**src/rtl/decode_steer_pkg.sv**
```systemverilog
package decode_steer_pkg;
    localparam int BIT_IND  = 11;
    localparam int BIT_XLD  = 10;
    localparam int BIT_XST  = 9;
    localparam int BIT_JMP  = 8;
    localparam int BIT_AINC = 7;
    localparam int TGT_W    = 7;

    typedef struct packed {
        logic need_ind;
        logic need_xld;
        logic [1:0] st_inc;
        logic       jump;
    } cls_t;
endpackage

```
**src/rtl/line_pick.sv**
```systemverilog
module line_pick #(
    parameter int WORD_W = 12,
    parameter int LINE_W = 2
) (
    input  logic [(WORD_W<<LINE_W)-1:0] line_i,
    input  logic [LINE_W-1:0]           slot_i,
    output logic [WORD_W-1:0]           word_o
);
    localparam int NWORDS = 1 << LINE_W;

    logic [WORD_W-1:0] words [NWORDS];

    for (genvar k = 0; k < NWORDS; k++) begin : g_slot
        assign words[k] = line_i[k*WORD_W +: WORD_W];
    end

    assign word_o = words[slot_i];
endmodule

```
**src/rtl/insn_classify.sv**
```systemverilog
module insn_classify
    import decode_steer_pkg::*;
#(
    parameter int WORD_W = 12,
    parameter int PC_W   = 12
) (
    input  logic [WORD_W-1:0] word_i,
    input  logic [PC_W-1:0]   pc_i,
    output cls_t              cls_o,
    output logic [PC_W-1:0]   next_pc_o
);
    always_comb begin
        cls_o.need_ind = word_i[BIT_IND];
        cls_o.need_xld = word_i[BIT_XLD];
        cls_o.jump     = word_i[BIT_JMP];
        cls_o.st_inc   = {1'b0, word_i[BIT_IND] & word_i[BIT_AINC]}
                       + {1'b0, word_i[BIT_XST]};
        if (word_i[BIT_JMP])
            next_pc_o = {pc_i[PC_W-1:TGT_W], word_i[TGT_W-1:0]};
        else
            next_pc_o = pc_i + PC_W'(1);
    end
endmodule

```
**src/rtl/decode_steer.sv**
```systemverilog
module decode_steer
    import decode_steer_pkg::*;
#(
    parameter int PC_W     = 12,
    parameter int WORD_W   = 12,
    parameter int LINE_W   = 2,
    parameter int GEN_W    = 8,
    parameter int SEQ_W    = 16,
    parameter int CNT_W    = 8,
    parameter logic [PC_W-1:0] RESET_PC = '0
) (
    input  logic                         clk,
    input  logic                         rst_n,
    input  logic                         bnd_valid,
    output logic                         bnd_ready,
    input  logic [PC_W-1:0]              bnd_pc,
    input  logic [GEN_W-1:0]             bnd_gen,
    input  logic [(WORD_W<<LINE_W)-1:0]  bnd_data,
    output logic                         ind_valid,
    input  logic                         ind_ready,
    output logic                         exe_valid,
    input  logic                         exe_ready,
    output logic [WORD_W-1:0]            ins_word,
    output logic [PC_W-1:0]              ins_pc,
    output logic [GEN_W-1:0]             ins_gen,
    output logic [SEQ_W-1:0]             ins_seq,
    output logic                         ins_irq,
    input  logic                         rs_valid,
    input  logic [PC_W-1:0]              rs_pc,
    input  logic [GEN_W-1:0]             rs_gen,
    input  logic [SEQ_W-1:0]             rs_seq,
    input  logic [CNT_W-1:0]             rs_stores,
    input  logic                         rs_irq,
    input  logic [CNT_W-1:0]             st_done,
    output logic                         rq_valid,
    output logic [PC_W-1:0]              rq_pc,
    output logic [GEN_W-1:0]             gen_o
);
    localparam int TAG_W = PC_W - LINE_W;

    typedef struct packed {
        logic [PC_W-1:0]  pc;
        logic [GEN_W-1:0] gen;
        logic [SEQ_W-1:0] seq;
        logic [CNT_W-1:0] spec;
        logic             irq;
    } st_t;

    st_t st_q, st_d, eff;

    logic [WORD_W-1:0] word;
    cls_t              cls;
    logic [PC_W-1:0]   next_pc;
    logic              go, stale, miss, stall, issue;

    // effective view: a restart governs the same cycle
    always_comb begin
        eff = st_q;
        if (rs_valid) begin
            eff.pc   = rs_pc;
            eff.gen  = rs_gen;
            eff.seq  = rs_seq;
            eff.spec = rs_stores;
            eff.irq  = st_q.irq | rs_irq;
        end
    end

    line_pick #(.WORD_W(WORD_W), .LINE_W(LINE_W)) u_pick (
        .line_i (bnd_data),
        .slot_i (eff.pc[LINE_W-1:0]),
        .word_o (word)
    );

    insn_classify #(.WORD_W(WORD_W), .PC_W(PC_W)) u_cls (
        .word_i    (word),
        .pc_i      (eff.pc),
        .cls_o     (cls),
        .next_pc_o (next_pc)
    );

    always_comb begin
        st_d      = eff;
        go        = bnd_valid && ind_ready && exe_ready;
        stale     = go && (bnd_gen != eff.gen);
        miss      = go && !stale
                  && (bnd_pc[PC_W-1:LINE_W] != eff.pc[PC_W-1:LINE_W]);
        stall     = go && !stale && !miss
                  && (cls.need_ind || cls.need_xld) && (eff.spec != st_done);
        issue     = go && !stale && !miss && !stall;

        bnd_ready = 1'b0;
        rq_valid  = 1'b0;
        rq_pc     = eff.pc;
        ind_valid = issue && cls.need_ind;
        exe_valid = issue && !cls.need_ind;
        ins_word  = word;
        ins_pc    = eff.pc;
        ins_gen   = eff.gen;
        ins_seq   = eff.seq;
        ins_irq   = eff.irq;

        if (stale) begin
            bnd_ready = 1'b1;
        end
        if (miss) begin
            bnd_ready = 1'b1;
            if (!rs_valid) begin
                rq_valid = 1'b1;
                st_d.gen = eff.gen + GEN_W'(1);
            end
        end
        if (issue) begin
            st_d.seq  = eff.seq + SEQ_W'(1);
            st_d.pc   = next_pc;
            st_d.spec = eff.spec + CNT_W'(cls.st_inc);
            st_d.irq  = 1'b0;
            bnd_ready = (next_pc[PC_W-1:LINE_W] != TAG_W'(bnd_pc[PC_W-1:LINE_W]));
        end
    end

    always_ff @(posedge clk or negedge rst_n) begin
        if (!rst_n) begin
            st_q.pc   <= RESET_PC;
            st_q.gen  <= '0;
            st_q.seq  <= '0;
            st_q.spec <= '0;
            st_q.irq  <= 1'b0;
        end else begin
            st_q <= st_d;
        end
    end

    assign gen_o = st_q.gen;

    AST_CONSUME_GATED: assert property (@(posedge clk) disable iff (!rst_n)
        (bnd_ready || ind_valid || exe_valid) |-> (bnd_valid && ind_ready && exe_ready));
    AST_ONE_DEST: assert property (@(posedge clk) disable iff (!rst_n)
        !(ind_valid && exe_valid));
    AST_STALE_QUIET: assert property (@(posedge clk) disable iff (!rst_n)
        (bnd_valid && !rs_valid && bnd_gen != st_q.gen) |-> !(ind_valid || exe_valid || rq_valid));
    AST_GEN_BUMP: assert property (@(posedge clk) disable iff (!rst_n)
        rq_valid |=> gen_o == $past(gen_o) + GEN_W'(1));
    AST_NO_REQ_ON_RESTART: assert property (@(posedge clk) disable iff (!rst_n)
        rs_valid |-> !rq_valid);
    AST_SEQ_STEP: assert property (@(posedge clk) disable iff (!rst_n)
        (ind_valid || exe_valid) |=> st_q.seq == $past(ins_seq) + SEQ_W'(1));
    AST_IDLE_PC_HOLD: assert property (@(posedge clk) disable iff (!rst_n)
        (!rs_valid && !ind_valid && !exe_valid) |=> $stable(st_q.pc));
    AST_IRQ_CLEAR: assert property (@(posedge clk) disable iff (!rst_n)
        (ind_valid || exe_valid) |=> !st_q.irq);
endmodule

```
**config.mk**
```make
export PLATFORM = sky130hd
export DESIGN_NAME = decode_steer
export DESIGN_NICKNAME = d
export VERILOG_FILES = /design/src/rtl/decode_steer_pkg.sv /design/src/rtl/line_pick.sv /design/src/rtl/insn_classify.sv /design/src/rtl/decode_steer.sv
export SDC_FILE = /design/constraint.sdc
export NUM_CORES = 1
export LEC_CHECK = 0
export ABC_AREA = 1
export BUFFER_PORTS_ARGS = -buffer_cell sky130_fd_sc_hd__buf_2
export CAP_MARGIN = 20
export CORE_MARGIN = 3
export CORE_UTILIZATION = 45
export CTS_BUF_LIST = sky130_fd_sc_hd__clkbuf_4 sky130_fd_sc_hd__clkbuf_8
export CTS_CLUSTER_DIAMETER = 200
export DETAILED_ROUTE_END_ITERATION = 7
export PLACE_DENSITY = 0.76
export SLEW_MARGIN = 20
export SYNTH_ARGS = -nofsm -noshare
export SYNTH_HDL_FRONTEND = slang
export SYNTH_SLANG_ARGS = --single-unit
```
**constraint.sdc**
```tcl
create_clock -name clk -period 3 [get_ports clk]
set_input_delay 0.45 -clock clk [delete_from_list [all_inputs] [get_ports clk]]
set_output_delay 0.45 -clock clk [all_outputs]
set_load 0.1 [all_outputs]
```
==> flow_metrics.py <==
metrics = {
    "worst_setup_path": {
        "r2r-start": "st_q[34]$_DFF_PN0_",
        "end_kind": "primary output",
        "cp_slowest_cell": "ha_2",
        "path_cells": "clkbuf_4, buf_12, nand2_2, nand2_4, ha_2, inv_1, nor2_4, buf_4, nand3_1, nor2_2, nand3b_1, nand2_1, nand2_1, nor2_1, nand3_1, nand2_2, nand2_8, buf_12",
        "arrival_ns": 2.45,
        "r2r-end": "st_q[7]$_DFF_PN0_",
        "crit_buf_inv": 5,
        "cp.required_ns": 2.55,
        "worst-path-max-fanout": 14,
        "crit_family": "simple AND/OR/NAND/NOR gates",
        "r2r_cells": 16,
        "crit_type": "in -> out",
        "startpoint_type": "input pin",
        "reg2reg_slack_ns": 0.46,
        "cp_slowest_stage_delay_ns": 0.17,
    },
    "die": {
        "initial_core_util_pct": 46.4,
        "fp-row-count": 36,
        "die_w_um": 107,
        "core_area_mm2": 0.00982,
        "dieHeight_um": 107,
        "ioPinCount": 200,
        "die-area_mm2": 0.0114,
    },
    "cts": {
        "cts_root_buf": "clkbuf_8",
        "cts_tree": "done",
        "ctsHoldBuffers": 0,
        "cts_buffer_depth": 2,
        "path_clk_slew_ns": 0.09,
        "clkLatencyLatePin_ns": 0.30,
        "ctsHtreeMaxLevel": 2,
        "numCtsBuffers": 5,
        "cts_sinks": 45,
    },
    "global_route": {
        "grt-ovfl-total": 0,
        "antenna_found_initial": 0,
        "grt_max_degree": 46,
        "grt_pass1_wl_mm": 23.3,
        "grt_use_total_pct": 25.0,
        "first_global_vias": 5093,
    },
    "placement": {
        "portBuffers": 197,
        "hpwlAfterDp_mm": 11.6,
        "dp.cells": 1084,
        "gp_congestion": 0.923,
    },
    "sta": {
        "max_freq_ghz": 0.345,
        "finalMaxSlewViolations": 0,
        "finalCritPeriodShare_pct": 96.7,
        "setup_viol": 0,
        "fin_crit_ns": 2.90,
        "hold_viol": 0,
        "finalHoldWorstSlack_ns": 0.146,
        "skew_ns": 0.00462,
        "setup_tns_ns": 0,
        "worstMarginPinSlew_ns": 0.633,
        "relSlewSlack_pct": 57.3,
        "rsz0062_at_grt": "yes",
    },
    "routing": {
        "via_per_inst": 4.88,
        "drc_errors": 0,
        "wire_per_inst_um": 13.0,
        "drt_first_pass_iters": 5,
        "drtIter0Drc": 185,
        "routed_wl_mm": 14.2,
        "antenna_left": 0,
        "num_vias": 5358,
    },
    "synthesis": {
        "yosysSeqAreaShare_pct": 24.7,
        "syn_area_mm2": 0.00455,
        "yosysWarnings": 0,
        "syn_area_per_cell_um2": 6.11,
        "yosysTopAreaCellShare_pct": 24.7,
        "synthTopCellsByArea": "dfrtp_1 (25%), nand2_1 (24%), xor2_1 (7.3%), nand3_1 (6.6%), inv_1 (6.1%)",
        "ys_ff_latch": 45,
        "synth_cell_types": 36,
        "synth_nets": 877,
        "synthCells": 745,
        "synth_top_area_cell": "dfrtp_1",
    },
    "pwr": {
        "total_power_mw": 2.95,
        "total_leakage_power_nw": 3.76,
        "ir_worst_vdd_v": 0.000278,
        "powerDensity_mw_per_mm2": 418,
    },
    "cells_and_area": {
        "final_layout_size_suffix_gt1_share_pct": 34.6,
        "area_growth_pct": 55.2,
        "antenna_cells": 0,
        "final_util_pct": 71.9,
        "final_net_count": 1095,
        "final_cells": 1097,
    },
    "hold_path": {
        "hold_class": "in -> async",
    },
    "status": {
        "status": "finished clean",
    },
    "run": {
        "drv_cap": 0,
    },
}
-- worst max-delay path by stage --
stage                   from         to  slack [ns]  cells after the start
detailed placement  rs_valid  bnd_ready       -0.07                     19
CTS                 rs_valid  exe_valid        0.02                     15
global route        rs_valid  bnd_ready       -0.04                     16
finish              rs_valid  bnd_ready         0.1                     18
global placement    rs_valid  bnd_ready       -0.05                     16
floorplan           rs_valid  bnd_ready      -0.002                     17
-- layer usage --
metal  global-route usage (%)  routed length (um)  vias to the layer above
li1                         -                   -                     2743
met1                     30.5                5720                     2389
met3                     5.66                1150                       18
met4                     5.84                 188                        0
met2                     44.6                7150                      208
met5                        0                   0                        -
-- repair_timing --
item,4_1_cts,5_1_grt
gates resized for setup,3,19
endpoints found under the setup margin,3,3
pin swaps,0,6
buffers inserted,0,5
-- cells in the final DEF, fill, tap and decap left out, types with 3 or more instances in the layout --
cell type  count
xor2_1        38
o211ai_1       4
dfrtp_1       45
o21ai_0       34
inv_2          5
a21oi_1       12
nand2_1      277
nand2_2        9
o21ai_1        8
or2_2         10
o21ai_4        3
inv_1         73
nor2_1        37
ha_1           3
xnor2_1       15
buf_4         51
nor2_2         6
nor3_1        10
nand2_4       20
nand3b_1       3
nor2_4         5
buf_2        141
buf_12        58
nand4_1        7
nand3_1       58
buf_6          3
nand3_2        3
clkbuf_8       5
-- logic make-up (layout without fill, tap and decap cells) --
| kind of cell | Yosys count | after routing | share of synthesized area (%) |
|---|---|---|---|
| mux | 1 | 1 | 0.220 |
| simple gates | 449 | 449 | 41.6 |
| xor+xnor | 53 | 53 | 10.2 |
| flops | 45 | 45 | 24.7 |
| compound gates | 69 | 69 | 8.49 |
| fa+ha+maj | 5 | 5 | 1.54 |
| buf+inv | 123 | 342 | 13.2 |
-- cell type report --
| cell class | count | area, um^2 |
|---|---|---|
| clock buffer | 5 | 68.8 |
| clock inverter | 3 | 21.3 |
| fill | 846 | 2760 |
| inverter | 80 | 305 |
| multi-input combinational | 577 | 3080 |
| sequential | 45 | 1130 |
| tap | 133 | 166 |
| timing repair buffer | 254 | 2290 |
-- where the power goes --
group | leakage [nW] | total, mW | switching, mW | internal [mW]
clock | 0.0445 | 0.394 | 0.228 | 0.166
combinational | 3.18 | 1.88 | 1.25 | 0.630
sequential | 0.532 | 0.677 | 0.0192 | 0.658
total | 3.76 | 2.95 | 1.50 | 1.45
-- worst register-to-register path, stage by stage (launching register included) --
cell and delay (ns):
dfrtp_1 0.37, nand2_1 0.08, nand2_2 0.07, buf_4 0.15, inv_2 0.09, buf_6 0.13
buf_4 0.13, o21ai_0 0.06, o21bai_1 0.17, a21oi_1 0.20, fa_2 0.27, ha_1 0.19
nand3_1 0.14, nor3_2 0.15, xor2_1 0.16, nand2_1 0.07, nand2_1 0.06
-- Yosys cell counts --
| library cell | n |
|---|---|
| a21boi_0 | 1 |
| a21oi_1 | 12 |
| buf_2 | 11 |
| buf_4 | 27 |
| buf_6 | 3 |
| clkbuf_1 | 2 |
| dfrtp_1 | 45 |
| fa_1 | 1 |
| ha_1 | 4 |
| inv_1 | 74 |
| inv_2 | 5 |
| inv_4 | 1 |
| mux2i_1 | 1 |
| nand2_1 | 293 |
| nand2_2 | 14 |
| nand3_1 | 60 |
| nand3_2 | 1 |
| nand3b_1 | 3 |
| nand4_1 | 7 |
| nor2_1 | 44 |
| nor2_2 | 3 |
| nor2_4 | 1 |
| nor3_1 | 11 |
| nor3_2 | 1 |
| o211ai_1 | 4 |
| o21a_1 | 1 |
| o21ai_0 | 37 |
| o21ai_1 | 6 |
| o21ai_2 | 1 |
| o21ai_4 | 1 |
| o21bai_1 | 3 |
| o22ai_1 | 3 |
| or2_1 | 1 |
| or2_2 | 10 |
| xnor2_1 | 15 |
| xor2_1 | 38 |
-- sequential cells by signal, indices dropped and copies added (netlist names) --
register,flops
st_q,37
gen_o,8
-- stage by stage --
step           area (um^2)  setup WS [ns]
5_1_grt               7060        -0.0359
3_5_place_dp          6870        -0.0675
3_3_place_gp          6870        -0.0548
4_1_cts               6970         0.0184
6_report              7060         0.0994
2_1_floorplan         4810       -0.00217
Note: power is estimated with default switching activity, not from simulation.
